--- src/rtl/rwp_arbiter.sv ---
module rwp_arbiter #(
  parameter int NUM_PARTS        = 8,
  parameter int BLK_W            = 10,
  parameter int PROG_BUSY_CYCLES = 32
) (
  input  logic                         clk,
  input  logic                         rst_n,
  input  logic                         cmd_valid,
  input  logic [7:0]                   cmd_code,
  input  logic [$clog2(NUM_PARTS)-1:0] cmd_part,
  input  logic                         rd_valid,
  input  logic [BLK_W-1:0]             rd_blk,
  input  logic                         rd_new_blk,
  output logic [2:0]                   rd_src,
  output logic                         prog_abort,
  output logic                         sr_ready,
  output logic                         sr_seq_err
);
  localparam int PART_W = $clog2(NUM_PARTS);
  localparam int LOC_W  = BLK_W - PART_W;
  localparam int CNT_W  = $clog2(PROG_BUSY_CYCLES + 1);

  localparam logic [7:0] OP_RD_ARRAY  = 8'hFF;
  localparam logic [7:0] OP_RD_STATUS = 8'h70;
  localparam logic [7:0] OP_RD_ID     = 8'h90;
  localparam logic [7:0] OP_RD_QUERY  = 8'h98;
  localparam logic [7:0] OP_CLR_SR    = 8'h50;
  localparam logic [7:0] OP_BUF_PROG  = 8'hE8;
  localparam logic [7:0] OP_FAST_PROG = 8'h80;
  localparam logic [7:0] OP_CONFIRM   = 8'hD0;

  localparam logic [1:0] M_ARRAY  = 2'd0;
  localparam logic [1:0] M_STATUS = 2'd1;
  localparam logic [1:0] M_ID     = 2'd2;
  localparam logic [1:0] M_QUERY  = 2'd3;

  localparam logic [1:0] PH_IDLE  = 2'd0;
  localparam logic [1:0] PH_SETUP = 2'd1;
  localparam logic [1:0] PH_BUSY  = 2'd2;

  localparam logic [2:0] SRC_NONE = 3'd4;

  logic [1:0]        mode     [NUM_PARTS];
  logic [LOC_W-1:0]  last_loc [NUM_PARTS];
  logic [NUM_PARTS-1:0] fresh;
  logic [1:0]        phase;
  logic [PART_W-1:0] prog_part;
  logic              fast;
  logic [CNT_W-1:0]  busy_cnt;

  wire [PART_W-1:0] rd_part = rd_blk[BLK_W-1 -: PART_W];
  wire [LOC_W-1:0]  rd_loc  = rd_blk[LOC_W-1:0];
  wire active     = phase != PH_IDLE;
  wire is_setup   = cmd_code == OP_BUF_PROG || cmd_code == OP_FAST_PROG;
  wire setup_go   = cmd_valid && !active && is_setup;
  wire cmd_own    = active && cmd_part == prog_part;
  wire abort_now  = cmd_valid && active && !cmd_own &&
                    cmd_code == OP_RD_ARRAY && mode[cmd_part] != M_ARRAY;
  wire done_now   = phase == PH_BUSY && busy_cnt == CNT_W'(PROG_BUSY_CYCLES - 1);

  for (genvar p = 0; p < NUM_PARTS; p++) begin : g_part
    wire hit    = cmd_valid && cmd_part == PART_W'(p) && !(active && prog_part == PART_W'(p));
    wire rd_hit = rd_valid && rd_new_blk && rd_part == PART_W'(p);

    always_ff @(posedge clk or negedge rst_n) begin
      if (!rst_n) begin
        mode[p] <= M_ARRAY;
      end else if (hit) begin
        case (cmd_code)
          OP_RD_ARRAY:  mode[p] <= M_ARRAY;
          OP_RD_STATUS: mode[p] <= M_STATUS;
          OP_RD_ID:     mode[p] <= M_ID;
          OP_RD_QUERY:  mode[p] <= M_QUERY;
          OP_BUF_PROG, OP_FAST_PROG: if (!active) mode[p] <= M_STATUS;
          default: ;
        endcase
      end
    end

    always_ff @(posedge clk or negedge rst_n) begin
      if (!rst_n) begin
        fresh[p]    <= 1'b0;
        last_loc[p] <= '0;
      end else if (setup_go) begin
        fresh[p]    <= 1'b0;
      end else if (rd_hit) begin
        fresh[p]    <= 1'b1;
        last_loc[p] <= rd_loc;
      end
    end
  end

  always_ff @(posedge clk or negedge rst_n) begin
    if (!rst_n) begin
      phase      <= PH_IDLE;
      prog_part  <= '0;
      fast       <= 1'b0;
      busy_cnt   <= '0;
      prog_abort <= 1'b0;
      sr_seq_err <= 1'b0;
    end else begin
      prog_abort <= abort_now;
      if (abort_now)
        sr_seq_err <= 1'b1;
      else if (cmd_valid && cmd_code == OP_CLR_SR)
        sr_seq_err <= 1'b0;

      if (abort_now) begin
        phase <= PH_IDLE;
      end else begin
        case (phase)
          PH_IDLE: if (setup_go) begin
            phase     <= PH_SETUP;
            prog_part <= cmd_part;
            fast      <= cmd_code == OP_FAST_PROG;
          end
          PH_SETUP: if (cmd_valid && cmd_own && cmd_code == OP_CONFIRM) begin
            phase    <= PH_BUSY;
            busy_cnt <= '0;
          end
          PH_BUSY: begin
            if (done_now) phase <= PH_IDLE;
            else          busy_cnt <= busy_cnt + 1'b1;
          end
          default: phase <= PH_IDLE;
        endcase
      end
    end
  end

  assign sr_ready = phase != PH_BUSY;

  wire array_ok = !active || rd_new_blk ||
                  (fresh[rd_part] && last_loc[rd_part] == rd_loc);

  always_comb begin
    if (!rd_valid)
      rd_src = SRC_NONE;
    else if (active && rd_part == prog_part)
      rd_src = {1'b0, M_STATUS};
    else if (active && fast)
      rd_src = SRC_NONE;
    else if (mode[rd_part] == M_ARRAY)
      rd_src = array_ok ? {1'b0, M_ARRAY} : SRC_NONE;
    else
      rd_src = {1'b0, mode[rd_part]};
  end
endmodule


--- config.mk ---
export PLATFORM = sky130hd
export DESIGN_NAME = rwp_arbiter
export DESIGN_NICKNAME = d
export VERILOG_FILES = /design/src/rtl/rwp_arbiter.sv
export SDC_FILE = /design/constraint.sdc
export NUM_CORES = 1
export LEC_CHECK = 0
export BUFFER_PORTS_ARGS = -buffer_cell sky130_fd_sc_hd__buf_4
export CORE_ASPECT_RATIO = 0.7
export CORE_MARGIN = 2
export CORE_UTILIZATION = 30
export CTS_BUF_LIST = sky130_fd_sc_hd__clkbuf_4
export CTS_CLUSTER_SIZE = 28
export DETAILED_ROUTE_END_ITERATION = 8
export SYNTH_ARGS = -nofsm -noshare
export SYNTH_HDL_FRONTEND = slang
export SYNTH_SLANG_ARGS = --single-unit
--- constraint.sdc ---
create_clock -name clk -period 2.6 [get_ports clk]
set_clock_uncertainty 0.1 [all_clocks]
set_input_delay 0.26 -clock clk [delete_from_list [all_inputs] [get_ports clk]]
set_output_delay 0.26 -clock clk [all_outputs]
set_load 0.05 [all_outputs]
==> metrics.md <==
| Metric | Value |
|---|---|
| Worst setup margin | `-0.2122 ns` |
| Top cell type by total area after synthesis | `dfrtp_1` |
| Worst setup path class | `flop to output pin` |
| Mapped cell area | `5349 um2` |
| Final setup vio count | `2` |
| Ratio of cells with drive above 1 in the final layout | `43.74%` |
| Clock transition at path regs | `0.15 ns` |
| Largest net degree at the start of global routing | `64` |
| Yosys reg bits | `94` |
| CP Data Required Time | `2.24 ns` |
| Worst setup EP type | `output pin` |
| Core area | `17320 um2` |
| Met3 usage | `roughly 2.4%` |
| Clk sink count | `94` |
| DIE HEIGHT | `about 120 um` |
| Simple-Gate Fraction of Synth Area | `13.33%` |
| Cells after Synth | `409` |
| CTS buffer count | `9` |
| Average wire per standard cell | `17.89 um` |
| Layout area overhead | `17.08%` |
| All-layer global routing usage | `14.18%` |
| Register area share after synthesis | `43.98%` |
| Slew headroom | `56.16%` |
| Actual slew at the worst max-slew pin | `0.6494 ns` |
| Number of vias per cell | `4.980` |
| DP HPWL | `around 9000 um` |
| GRT met1 Usage | `between 20% and 30%` |
| Setup tns final | `-0.3634 ns` |
| Row cnt | `40` |
| Num ports | `32` |
| Endpoints failing hold | `0` |
| Share of flip-flops with an asynchronous set or reset | `100.0%` |
| Pins Over Slew Limit | `0` |
| Post-Synth Adder-Cell Area | `less than 1%` |
| Design area | `6262 um2` |
| Vias in the first global route | `3604` |
| Die width | `163.6 um` |
| Gate power share | `between 20 and 30%` |
| Pwr Total | `3.863 mW` |
| Status | `finished, violations left` |
| Skew-Pair Late Insertion Delay | `0.44 ns` |
| Clk buf depth | `2` |
| Power per cell area | `616.9 nW/um2` |
| Fin crit share | `108.2%` |
| Place WS | `-0.1520 ns` |
| Port Buf Inserts | `31` |
| R2r endpoint | `busy_cnt[5]$_DFFE_PN0P_` |
| Synth Area in XOR/XNOR | `2.129%` |
| Global route total overflow | `0` |
| Root Buffer Master | `clkbuf_4` |
| Detailed-route DRC error count | `0` |
| Cell variety after synth | `61` |
| GR peak layer | `met1` |
| Starting Density | `between 30% and 40%` |
| H-tree level count | `3` |
| Register-to-register setup slack | `0.17 ns` |
| CTS tree | `built` |
| Synth Flop Type | `dfrtp_1` |
| Sw Ratio | `31.07%` |
| Tmin final | `between 2 and 3 ns` |
| Leakage | `2.826 nW` |
| Post-DP Area | `6006 um2` |
| CP Launch Type | `flop` |
| Warnings, synthesis | `0` |
| Mux cell area share after synthesis | `between 20% and 30%` |
| Commonest non-fill, non-tap cell in the layout | `dfrtp_1` |
| Diodes inserted | `0` |
| Initial antenna violation count | `0` |
| Syn Area/Cell | `13.08 um2` |
| Largest family of logic cells by synthesized area | `multiplexers` |
| Vias post-DR | `3496` |
| Synth Area in Compound Gates | `under 10%` |
| Internal Power | `2.663 mW` |
| Failing checks | `setup timing` |
| Max cap viols | `0` |
| Clk pwr share | `20.4%` |
| Commonest cells after routing, fill and taps aside | `94 x dfrtp_1, 63 x buf_4, 56 x mux2_4` |
| 1st-iter DRT viols | `approximately 210` |
| Psw | `around 1.2 mW` |
| Met2 Use GR | `20.45%` |
| Worst r2r src | `prog_part[0]$_DFFE_PN0P_` |
| First drt pass iteration count | `4` |
| RSZ-0062 raised after global routing | `true` |
| Worst hold path type | `primary input to flop` |
| Post-Syn Nets | `about 440` |
| First-pass GRT wire length | `just over 20000 um` |
| Crit path to | `rd_src[2]` |
| Final #Nets | `494` |
| Die area | `between 15000 and 20000 um2` |
| Highest Clock Rate | `approximately 0.36 GHz` |
| Number of synthesized flops with an enable pin | `0` |
| Worst VDD drop | `between 0.0002 and 0.0003 V` |
| Post-DRT Antenna Nets | `0` |
| Worst path arrival time | `2.45 ns` |
| Final Util | `between 30% and 40%` |
| Reg power frac | `50.0%` |
| Synth top area cells | `dfrtp_1 44%, mux2_4 16%, mux2_2 6.1%, mux4_2 5.5%, nor2_8 3.0%` |
| CP Launch Point | `mode[0]$_DFFE_PN0P_` |
| Final wirelength | `12560 um` |
| R2R depth | `6` |
| CP Max Fanout | `2` |
| Gp weighted congestion | `0.7949` |
| Share of the synthesized area in the top cell type | `43.98%` |
-- through the flow --
step	instances	hold WS, ns
2_1_floorplan	409	-0.1356
3_3_place_gp	678	0.1341
3_5_place_dp	678	0.1362
4_1_cts	705	0.01225
5_1_grt	702	0.006801
6_report	702	0.03420
-- logic make-up (layout without fill, tap and decap cells) --
group / after synthesis / in the layout
buffers and inverters: 31 / 93
xor gates and xnor gates: 13 / 13
muxes: 111 / 111
AOI/OAI and AO/OA: 57 / 57
and+or+nand+nor: 102 / 102
adders and majority gates: 1 / 1
DFF: 94 / 94
-- timing repair --
action                                 4_1_cts  5_1_grt
setup buffers                               14        1
resized for setup                           13        1
gates cloned                                 0        0
hold buffers                                 1        0
pin swaps                                    4        1
endpoints found under the hold margin       31        0
setup endpoints to repair                    1        3
-- metal layers --
metal / vias up / routed length (um)
met2: 76 / 5354
met4: 0 / 131
met1: 1788 / 6597
met5: - / 0
met3: 9 / 476
li1: 1623 / -
-- sequential cells by signal, indices dropped and copies added (netlist names), 2 cells and up --
signal     cells
last_loc      56
mode          16
fresh          8
busy_cnt       6
prog_part      3
phase          2
-- area by class of cell --
type | instances | area [um2]
inverter | 7 | 26.28
clock inverter | 6 | 62.56
tap | 231 | 289.0
fill | 1719 | 11050
clock buffer | 9 | 67.56
multi-input combinational | 284 | 2894
sequential | 94 | 2352
timing repair buffer | 71 | 570.5
-- critical path: stages (launching register included) --
cell and delay (ns):
dfrtp_1 0.41, mux4_2 0.49, mux2i_2 0.20, nand2_1 0.12
a2111oi_2 0.21, buf_4 0.18, o31ai_2 0.06, o2111ai_2 0.13
buf_6 0.20
-- how the worst min path moves through the flow --
stage | depth (start not counted) | start | endpoint | slack, ns
final | 2 | rd_blk[0] | last_loc[7]$_DFFE_PN0P_ | 0.03
after global routing | 2 | rd_blk[6] | last_loc[6]$_DFFE_PN0P_ | 0.007
after CTS | 2 | rd_blk[0] | last_loc[21]$_DFFE_PN0P_ | 0.01
after detailed placement | 1 | rst_n | last_loc[43]$_DFFE_PN0P_ | 0.14
after global placement | 1 | rst_n | fast$_DFFE_PN0P_ | 0.13
after floorplan | 0 | rst_n | busy_cnt[0]$_DFFE_PN0P_ | -0.14
-- synth_stat cells, drive strengths merged (2+ instances only) --
cell	count
dfrtp	94
mux2	85
nor2	25
nand2	20
buf	14
mux2i	13
mux4	13
nor3	13
o21ai	11
clkbuf	10
a21o	9
inv	7
nor2b	7
xor2	7
nand2b	6
xnor2	6
nand3	5
a211oi	4
and3	4
o211ai	4
o311ai	4
a21oi	3
nand4	3
nor3b	3
nor4	3
o31ai	3
or2	3
or3	3
a21boi	2
nand4b	2
nor4b	2
o2111ai	2
o22a	2
o22ai	2
o32a	2
o32ai	2
o41ai	2
-- power by group through the flow --
stage          Combinational (mW)  Clock, mW  Sequential [mW]
2_1_floorplan               0.839          0             1.90
3_3_place_gp                 1.09          0             1.94
3_5_place_dp                 1.12          0             1.95
4_1_cts                      1.15      0.813             1.93
5_1_grt                      1.24      0.879             1.97
6_report                     1.14      0.788             1.93
Note: power is estimated with default switching activity, not from simulation.
